==> config.mk <==
export PLATFORM = sky130hd
export DESIGN_NAME = sliding_product_integrator
export DESIGN_NICKNAME = d
export VERILOG_FILES = /design/src/rtl/lockin_integ_pkg.sv /design/src/rtl/ref_phase_counter.sv /design/src/rtl/product_delay_line.sv /design/src/rtl/window_accumulator.sv /design/src/rtl/sliding_product_integrator.sv
export SDC_FILE = /design/constraint.sdc
export NUM_CORES = 1
export LEC_CHECK = 0
export ABC_AREA = 1
export BUFFER_PORTS_ARGS = -buffer_cell sky130_fd_sc_hd__clkbuf_2
export CAP_MARGIN = 25
export CORE_MARGIN = 1
export CORE_UTILIZATION = 64
export DETAILED_ROUTE_END_ITERATION = 8
export GPL_TIMING_DRIVEN = 1
export PLACE_DENSITY = 0.82
export SLEW_MARGIN = 30
export SYNTH_ARGS = -nofsm -noshare
export SYNTH_HDL_FRONTEND = slang
export SYNTH_HIERARCHICAL = 1
export SYNTH_SLANG_ARGS = --single-unit
==> constraint.sdc <==
create_clock -name clk -period 9.1 [get_ports clk]
set_input_delay 1.82 -clock clk [delete_from_list [all_inputs] [get_ports clk]]
set_output_delay 1.82 -clock clk [all_outputs]
set_load 0.05 [all_outputs]
==> src/rtl/lockin_integ_pkg.sv <==
package lockin_integ_pkg;
  function automatic bit is_pow2(input int v);
    return (v > 0) && ((v & (v - 1)) == 0);
  endfunction

  function automatic int idx_width(input int v);
    return (v < 2) ? 1 : $clog2(v);
  endfunction
endpackage

==> src/rtl/ref_phase_counter.sv <==
module ref_phase_counter #(
  parameter int M  = 5,
  parameter int IW = 3
) (
  input  logic          clk,
  input  logic          rst_n,
  input  logic          adv,
  output logic [IW-1:0] idx
);
  localparam logic [IW-1:0] LAST = IW'(M - 1);

  always_ff @(posedge clk) begin
    if (!rst_n)   idx <= '0;
    else if (adv) idx <= (idx == LAST) ? '0 : idx + 1'b1;
  end
endmodule

==> src/rtl/product_delay_line.sv <==
module product_delay_line #(
  parameter int N  = 8,
  parameter int PW = 16
) (
  input  logic                 clk,
  input  logic                 rst_n,
  input  logic                 wr_en,
  input  logic signed [PW-1:0] wr_data,
  output logic signed [PW-1:0] retire_data,
  output logic                 window_done
);
  localparam int PTRW = lockin_integ_pkg::idx_width(N);
  localparam int CNTW = $clog2(N + 1);
  localparam logic [PTRW-1:0] PLAST = PTRW'(N - 1);
  localparam logic [CNTW-1:0] FULL  = CNTW'(N);
  localparam logic [CNTW-1:0] ALMOST = CNTW'(N - 1);

  logic signed [PW-1:0] slots [N];
  logic [PTRW-1:0] ptr;
  logic [CNTW-1:0] fill;

  // The slot about to be overwritten carries the product from N samples back;
  // before the window has wrapped once it counts as zero.
  assign retire_data = (fill == FULL) ? slots[ptr] : '0;
  assign window_done = (fill >= ALMOST);

  always_ff @(posedge clk) begin
    if (wr_en) slots[ptr] <= wr_data;
  end

  always_ff @(posedge clk) begin
    if (!rst_n) begin
      ptr  <= '0;
      fill <= '0;
    end else if (wr_en) begin
      ptr <= (ptr == PLAST) ? '0 : ptr + 1'b1;
      if (fill != FULL) fill <= fill + 1'b1;
    end
  end
endmodule

==> src/rtl/window_accumulator.sv <==
module window_accumulator #(
  parameter int PW  = 16,
  parameter int AW  = 20,
  parameter int OW  = 16,
  parameter int LGN = 3,
  parameter bit SHIFT_OUT = 1'b1
) (
  input  logic                 clk,
  input  logic                 rst_n,
  input  logic                 fire,
  input  logic signed [PW-1:0] newest,
  input  logic signed [PW-1:0] oldest,
  input  logic                 window_done,
  input  logic                 out_ready,
  output logic                 out_valid,
  output logic        [OW-1:0] out_data
);
  logic signed [AW-1:0] acc, acc_nx, scaled;

  assign acc_nx = acc + AW'(newest) - AW'(oldest);

  generate
    if (SHIFT_OUT) begin : g_shift
      assign scaled = acc_nx >>> LGN;
    end else begin : g_raw
      assign scaled = acc_nx;
    end
  endgenerate

  always_ff @(posedge clk) begin
    if (!rst_n) begin
      acc       <= '0;
      out_valid <= 1'b0;
      out_data  <= '0;
    end else if (fire) begin
      acc       <= acc_nx;
      out_valid <= window_done;
      if (window_done) out_data <= scaled[OW-1:0];
    end else if (out_ready) begin
      out_valid <= 1'b0;
    end
  end
endmodule

==> src/rtl/sliding_product_integrator.sv <==
module sliding_product_integrator #(
  parameter int DW = 8,
  parameter int RW = 8,
  parameter int N  = 8,
  parameter int M  = 5,
  localparam int PW  = DW + RW,
  localparam int IW  = lockin_integ_pkg::idx_width(M),
  localparam int LGN = lockin_integ_pkg::idx_width(N),
  localparam bit POW2 = lockin_integ_pkg::is_pow2(N),
  localparam int AW  = PW + LGN + 1,
  localparam int OW  = POW2 ? PW : AW
) (
  input  logic          clk,
  input  logic          rst_n,
  input  logic          in_valid,
  output logic          in_ready,
  input  logic [DW-1:0] in_data,
  output logic [IW-1:0] ref_idx,
  input  logic [RW-1:0] ref_data,
  output logic          out_valid,
  input  logic          out_ready,
  output logic [OW-1:0] out_data
);
  logic                 fire;
  logic signed [PW-1:0] product, retired;
  logic                 window_done;

  assign in_ready = !out_valid || out_ready;
  assign fire     = in_valid && in_ready;
  assign product  = $signed(in_data) * $signed(ref_data);

  ref_phase_counter #(.M(M), .IW(IW)) u_phase (
    .clk(clk), .rst_n(rst_n), .adv(fire), .idx(ref_idx)
  );

  product_delay_line #(.N(N), .PW(PW)) u_delay (
    .clk(clk), .rst_n(rst_n), .wr_en(fire), .wr_data(product),
    .retire_data(retired), .window_done(window_done)
  );

  window_accumulator #(
    .PW(PW), .AW(AW), .OW(OW), .LGN(LGN), .SHIFT_OUT(POW2)
  ) u_acc (
    .clk(clk), .rst_n(rst_n), .fire(fire), .newest(product),
    .oldest(retired), .window_done(window_done), .out_ready(out_ready),
    .out_valid(out_valid), .out_data(out_data)
  );
endmodule

After elaboration in Yosys (flattened, before gate mapping)
Memory sizes are Yosys's and may differ from the RTL's. A register that Yosys moved wholly into a read port is not among the register bits.
Cells that the tools add are included.

cells by class
  equality and inequality tests = 4
  magnitude comparators = 1
  multipliers = 1
  add/subtract/negate cells = 5
  multiplexer cells = 9
  reductions and logical operators = 6

operators with widths
  kind                   count
  $add A20 B16 Y20       1
  $sub A20 B16 Y20       1
  $mul A8 B8 Y16         1
  $mux W16               1
  $mux W3                4
  $add A3 B1 Y3 const B  2
  $eq A3 B3 Y1 const B   2
  $add A4 B1 Y4 const B  1
  $eq A4 B4 Y1 const B   1
  $ge A4 B3 Y1 const B   1
  $mux W1                4
  $ne A4 B4 Y1 const B   1
  $reduce_and A2 Y1      2
  $reduce_bool A2 Y1     1
  $logic_and A1 B1 Y1    1
  $logic_not A1 Y1       1
  $logic_or A1 B1 Y1     1

word-level totals
  bits in writable memories = 128
  output and inout bits = 21
  flip-flop bits (word level) = 47
  memories kept = 1

memories
  name           depth  width  rd ports  clocked after memory_dff  write ports  RTL line                  RTL
  u_delay.slots  8      16     1         1                         1            product_delay_line.sv:18  logic signed [PW-1:0] slots [N];

Logic depth before layout (Yosys ltp)
Gate-level depths: netlist of run 1.

  depth in word-level cells = 5
  mapped depth = 36
  mapped depth without buffers = 35

By module
The synthesis of run 1 kept the hierarchy.

modules (own cells, without submodules)
  module                      seq. area each (sq um)  area each (sq um)  times used  cells an instance
  product_delay_line          4,043.9                 6,109.6            1           616
  window_accumulator          720.7                   3,069.2            1           478
  sliding_product_integrator  0.0                     2,802.7            1           407
  ref_phase_counter           60.1                    165.2              1           25

Worst setup path before layout of run 1
No wires, ideal clock.

  path kind = input to register
  from = input port in_data[0]
  to = register u_acc.acc[18]
  buffers on the path = 1
  cell stages on the path = 31
  path slack = 1.675 ns
  data required time = 8.991 ns
  arrival time = 7.316 ns
  path through = clkbuf_1 -> or2_2 -> fa_1 -> fa_1 -> inv_1 -> fa_1 -> inv_1 -> fa_1 -> inv_1 -> ha_1 -> a21oi_1 -> nand2_1 -> nand4_1 -> nand2_1 -> xor2_1 -> inv_1 -> fa_1 -> inv_1 -> ha_1 -> nand2_1 -> inv_1 -> nand2_1 -> nand2_1 -> nand2_1 -> nand2_1 -> nor2_1 -> nand2_1 -> nand2_1 -> nand3_1 -> nand2_1 -> inv_1

between the ends
  cells in the longest elaborated chain, start to end = 3

ends and longest elaborated chain
  what                    RTL line                          RTL
  start: declaration      sliding_product_integrator.sv:17  input logic [DW-1:0] in_data,
  $mul A8 B8 Y16          sliding_product_integrator.sv:30  assign product = $signed(in_data) * $signed(ref_data);
  net product[12]         sliding_product_integrator.sv:25  logic signed [PW-1:0] product, retired;
  $add A20 B16 Y20        window_accumulator.sv:20          assign acc_nx = acc + AW'(newest) - AW'(oldest);
  $sub A20 B16 Y20        window_accumulator.sv:20
  end signal: assignment  window_accumulator.sv:36          acc <= acc_nx;
  end: declaration        window_accumulator.sv:18          logic signed [AW-1:0] acc, acc_nx, scaled;

The timed path passes the listed nets, and every way through them passes these cells.
A chain may end at the register's enable or synchronous reset.

Worst setup path after layout of run 1
  from = input port ref_data[7]
  to = register u_acc.out_data[15]

between the ends
  cells in the longest elaborated chain, start to end = 3

ends and longest elaborated chain
  what                    RTL line                          RTL
  start: declaration      sliding_product_integrator.sv:19  input logic [RW-1:0] ref_data,
  $mul A8 B8 Y16          sliding_product_integrator.sv:30
  net product[8]          sliding_product_integrator.sv:25
  $add A20 B16 Y20        window_accumulator.sv:20
  $sub A20 B16 Y20        window_accumulator.sv:20
  end signal: assignment  window_accumulator.sv:38          if (window_done) out_data <= scaled[OW-1:0];
  end: declaration        window_accumulator.sv:16          output logic [OW-1:0] out_data

The timed path passes the listed nets, and every way through them passes these cells.

==> results.toml, run 1 <==
[cells_and_area]
final_cells = 1798
fin_nets = 1699
postLayoutCellArea_sq_um = 13000
n_antenna_cell = 0
final_util = 0.697
area_growth_pct = 7.00
fillers = 1421
drive_gt1_frac = 0.0703

[grt]
grt_overflow = 0
grt_pass1_vias = 9104
antenna_found_initial = 0
grt_max_degree = 66
grt_use_total = 0.276
grt_pass1_wl_microns = 42300

[sta]
tightestPinTransition_ps = 803
hold_violations = 0
fin_setup_tns_ps = 0
maxClockFrequency_mhz = 130
drv_slew = 0
clock_skew_ps = 11.3
finalSetupViolCount = 0
fin_crit_ps = 7680
max_slew_margin = 0.461
rsz0062_at_grt = "no"
fin_crit_sh = 0.843

[placement]
gp_congestion = 0.886
place_inst = 1766
hpwl_microns = 17300
placed_area_sq_um = 12400
place.port_buffers = 40

[routing]
wl_per_cell_microns = 14.0
top_layer_used = "met4"
wl_met3_microns = 1760
num_vias = 9285
drtAntennaViolNets = 0
m1WireLength_microns = 10500
wl_met2_microns = 12400
drt_iter0_markers = 866
drt_pass1_iterations = 5
route.detailed.drc = 0
routed_wl_microns = 25200
viasPerCell = 5.16

[job]
drv_cap = 0

[setup_path]
reg2reg_to = "u_acc/out_data[15]"
start_kind = "input pin"
path_max_fanout = 9
cp_common_cell = "inv_1"
critPathTopFamily = "adder cells"
cp_slowest_stage_delay_ps = 560
cpMaxStageDelayCell = "fa_1"
crit_buf_inv = 9
end_kind = "register"
worstRegToRegCells = 21
reg2reg_slack_ps = 4960
arrival_ps = 8010
timing_worst_setup_path_type = "in -> reg"
critPathRequiredTime_ps = 9430

[synthesis]
ys_ff_latch = 177
seq_area_frac_synth = 0.397
yosysUniqueCellTypes = 35
synth_fp_nets = 1674
yosysWarnings = 6
synth_top_area_share = 0.316
synth_area_leaders = "edfxtp_1, inv_1, fa_1"
synth_cells = 1526
synth_area_per_cell_sq_um = 7.96
yosysTopAreaCell = "edfxtp_1"
synthFlopType = "edfxtp_1"
synth_edf_count = 128
synth.top_cells.by_count = "inv_1, nand2_1, nand3_1"
yosysMostFrequentCell = "inv_1"
async_flop_share = 0
synthesis.area_sq_um = 12100

[clocking]
path_clk_slew_ps = 70
cts_root_buffer = "clkbuf_16"
clockBufferDepth = 2
htreeDepth = 4
clock_sinks = 177
post_cts_buffers = 0
cts_tree = "done"
cts_made_buffers = 17
cts_resized = 0
clk-insertion-delay-late_ps = 440
cts_hold_buf = 0

[worst_hold_path]
worstHoldStart = "u_acc/out_data[1]"
hp-class = "reg -> reg"
hold_depth = 2
min_to = "u_acc/out_data[1]"

[floorplanning]
initial_utilization = 0.652
fp.dieH_microns = 140
rows = 50
dieArea_sq_um = 19500
core_sq_um = 18600
die_width_microns = 140
top_level_ports = 41

[status]
status = "finished, final reports clean"
==> placed cells by master (no fill, tap or decap), drive strengths merged, types with 22 or more instances in the layout <==
master,count
a21oi,46
clkbuf,58
dfxtp,49
edfxtp,128
fa,73
ha,55
inv,438
nand2,386
nand3,132
nor2,118
o21ai,22
==> worst register-to-register path, cell delays in order, from the launching register on <==
cell	delay, ps
dfxtp_2	310
buf_4	550
inv_2	270
buf_4	370
nand2_1	160
nand3_1	100
nand3_1	110
nand2_1	70
nor2_1	270
fa_1	460
inv_1	70
ha_1	270
nand2_1	160
inv_1	50
a21oi_1	210
nand3_2	150
nand2_1	130
nand2_1	60
nand2_1	80
nand3_1	70
nand2_1	80
inv_1	40
==> sequential cells by signal (all words and copies together) (netlist names), named ones only <==
signal / cells
u_delay/ptr: 3
u_delay/fill: 4
u_acc/out_data: 16
u_delay/slots: 128
u_acc/acc: 19
u_acc/out_valid: 1
u_phase/idx: 3
==> worst max-delay path by stage <==
stage | from | to | slack (ps) | cells past startpoint
after floorplan | in_data[0] | u_acc/acc[18] | 1670 | 31
after global placement | ref_data[7] | u_acc/out_data[15] | 1150 | 28
after detailed placement | ref_data[7] | u_acc/out_data[15] | 970 | 28
after CTS | ref_data[7] | u_acc/out_data[15] | 1410 | 28
final | ref_data[7] | u_acc/out_data[15] | 1420 | 28
after global routing | ref_data[2] | u_acc/out_data[15] | 930 | 31
==> per-stage QoR <==
stage	setup WS, ps	hold slack [ps]
2_1_floorplan	1670	433
4_1_cts	1410	476
3_3_place_gp	1150	443
6_report	1420	470
5_1_grt	928	492
3_5_place_dp	970	466
==> per-layer routing <==
| metal | up-vias | track usage |
|---|---|---|
| li1 | 4606 | - |
| met5 | - | 0 |
| met3 | 42 | 0.0502 |
| met4 | 0 | 0.102 |
| met1 | 4300 | 0.357 |
| met2 | 337 | 0.464 |
==> kinds of logic after synthesis <==
group,share of synthesized area
and+or+nand+nor,0.221
buffers and inverters,0.158
DFF,0.397
adders and majority gates,0.177
AOI/OAI and AO/OA,0.0364
xor gates and xnor gates,0.0108
==> cell type report <==
| type | instances | area (sq um) | share of cell area |
|---|---|---|---|
| well taps | 234 | 293 | 0.0225 |
| clock inverters | 14 | 119 | 0.00915 |
| multi-input cells | 871 | 5410 | 0.416 |
| flip-flops and latches | 177 | 4830 | 0.371 |
| repair buffers | 54 | 305 | 0.0235 |
| inverters | 430 | 1610 | 0.124 |
| clock buffers | 18 | 429 | 0.0330 |
Power of run 1 is not shown: default switching activity piles up to over one toggle a cycle in this logic, so the estimate is an artifact.
==> run 2: changes to the inputs <==
--- a/config.mk
+++ b/config.mk
@@ -5,14 +5,14 @@
 export SDC_FILE = /design/constraint.sdc
 export NUM_CORES = 1
 export LEC_CHECK = 0
-export ABC_AREA = 1
+export ABC_AREA = 0
 export BUFFER_PORTS_ARGS = -buffer_cell sky130_fd_sc_hd__clkbuf_2
 export CAP_MARGIN = 25
 export CORE_MARGIN = 1
-export CORE_UTILIZATION = 64
+export CORE_UTILIZATION = 63
 export DETAILED_ROUTE_END_ITERATION = 8
 export GPL_TIMING_DRIVEN = 1
-export PLACE_DENSITY = 0.82
+export PLACE_DENSITY = 0.81
 export SLEW_MARGIN = 30
 export SYNTH_ARGS = -nofsm -noshare
 export SYNTH_HDL_FRONTEND = slang
==> constraint.sdc (replaced) <==
create_clock -name clk -period 7.6 [get_ports clk]
set_input_delay 1.52 -clock clk [delete_from_list [all_inputs] [get_ports clk]]
set_output_delay 1.52 -clock clk [all_outputs]
set_load 0.05 [all_outputs]
==> results.toml, run 2 <==
[synthesis]
synth_cells = 937
seq_area_frac_synth = 0.434
async_flop_share = 0
yosysUniqueCellTypes = 64
synth_fp_nets = 1085
synth_edf_count = 128
yosysWarnings = 6
synth_area_leaders = "edfxtp_1, fa_1, dfxtp_1"
ys_ff_latch = 177
synth_area_per_cell_sq_um = 11.9
synthFlopType = "edfxtp_1"
yosysMostFrequentCell = "inv_1"
synth.top_cells.by_count = "inv_1, edfxtp_1, fa_1"
yosysTopAreaCell = "edfxtp_1"
synthesis.area_sq_um = 11100
synth_top_area_share = 0.346

[setup_path]
crit_start = "ref_data[4]"
start_kind = "input pin"
cpMaxStageDelayCell = "fa_1"
reg2reg_slack_ps = 3560
cp_common_cell = "inv_1"
critPathRequiredTime_ps = 7910
timing_worst_setup_path_type = "in -> reg"
reg2reg_to = "u_acc/out_data[6]"
timing.rr.start = "u_delay/fill[0]"
worstRegToRegCells = 15
critPathTopFamily = "adder cells"
crit_buf_inv = 10
end_kind = "register"
arrival_ps = 7680
cp_slowest_stage_delay_ps = 550
path_max_fanout = 9

[floorplanning]
rows = 48
die_width_microns = 135
dieArea_sq_um = 18200
core_sq_um = 17200
initial_utilization = 0.645
top_level_ports = 41
fp.dieH_microns = 135

[cells_and_area]
mostFrequentLayoutCell = "inv_1"
largest_reg_flops = 128
fin_nets = 1211
n_antenna_cell = 0
reg_top3 = "u_delay/slots x128, u_acc/acc x19, u_acc/out_data x16"
area_growth_pct = 15.6
largest-register = "u_delay/slots"
drive_gt1_frac = 0.203
layout_common_cells = "inv_1, edfxtp_1, buf_4"
fillers = 1098
final_cells = 1301

[status]
status = "finished, final reports clean"

[sta]
finalSetupViolCount = 0
hold_violations = 0
fin_crit_sh = 0.969
fin_crit_ps = 7370
tightestPinTransition_ps = 882
max_slew_margin = 0.410
maxClockFrequency_mhz = 136
rsz0062_at_grt = "yes"
clock_skew_ps = 11.5
drv_slew = 0
setup_slack_ps = 232

[routing]
drt_pass1_iterations = 7
routed_wl_microns = 22900
num_vias = 7445
drtAntennaViolNets = 0
route.detailed.drc = 0
wl_per_cell_microns = 17.6
drt_iter0_markers = 442
viasPerCell = 5.72

[clocking]
path_clk_slew_ps = 80
cts_made_buffers = 17
cts_root_buffer = "clkbuf_16"
htreeDepth = 4
clockBufferDepth = 2
clk-insertion-delay-late_ps = 430
clock_sinks = 177
cts_tree = "done"

[job]
drv_cap = 0

[worst_hold_path]
worstHoldStart = "u_acc/out_data[3]"
min_to = "u_acc/out_data[3]"
hp-class = "reg -> reg"
hold_depth = 2

[grt]
grt_pass1_wl_microns = 37700
grt_max_degree = 72
grt_use_total = 0.273
grt_pass1_vias = 7682
antenna_found_initial = 0
grt_overflow = 0

[placement]
gp_congestion = 0.922
dp_slack_ps = -312
place.port_buffers = 40
hpwl_microns = 16600
place_inst = 1266
## run 2: routing by layer
layer | vias to the layer above | track usage | wire (microns)
li1 | 3497 | - | -
met1 | 3682 | 0.330 | 9290
met2 | 219 | 0.493 | 11900
met3 | 47 | 0.0405 | 975
met4 | 0 | 0.108 | 662
met5 | - | 0 | 0
## run 2: layout make-up
| cell class | count | area [sq um] | share of cell area |
|---|---|---|---|
| Sequential cell | 177 | 4830 | 0.376 |
| Tap cell | 225 | 282 | 0.0219 |
| Multi-Input combinational cell | 570 | 5590 | 0.435 |
| Timing Repair Buffer | 135 | 913 | 0.0711 |
| Clock inverter | 15 | 195 | 0.0152 |
| Inverter | 162 | 608 | 0.0473 |
| Clock buffer | 17 | 425 | 0.0331 |
## run 2: per-stage QoR
step	area, sq um	hold WS, ps	setup TNS [ps]	util
floorplan	11100	453	0	-
global placement	12100	454	-723	0.705
detailed placement	12100	458	-2480	0.705
CTS	12800	468	0	0.741
global route	12800	490	-24.1	0.745
finish	12800	464	0	0.745
## run 2: worst max-delay path by stage
stage | to | cells past startpoint | slack, ps
after floorplan | u_acc/acc[18] | 26 | 10
after global placement | u_acc/acc[18] | 26 | -160
after detailed placement | u_acc/acc[18] | 26 | -310
after CTS | u_acc/acc[18] | 26 | 90
after global routing | u_acc/acc[18] | 29 | -20
final | u_acc/acc[18] | 29 | 230
## run 2: logic make-up (layout without fill, tap and decap cells)
group | count (synthesis) | in the layout | synth area share
compound gates | 136 | 136 | 0.0866
simple gates | 241 | 241 | 0.119
xor+xnor | 23 | 23 | 0.0181
mux | 42 | 42 | 0.0791
buf+inv | 190 | 329 | 0.0695
flops | 177 | 177 | 0.434
fa+ha+maj | 128 | 128 | 0.193
## run 2: repair_timing
| action | in CTS | in global routing |
|---|---|---|
| setup endpoints to repair | 0 | 13 |
| resized for setup | 0 | 13 |
| setup buffers | 0 | 3 |
| hold buffers | 0 | 0 |
## run 2: tightest hold or removal path, stage by stage, from the launching register on
cell and delay [ps]:
dfxtp_1 310, nand2_1 40, a21boi_0 60
Power of run 2 is left out for the same reason.
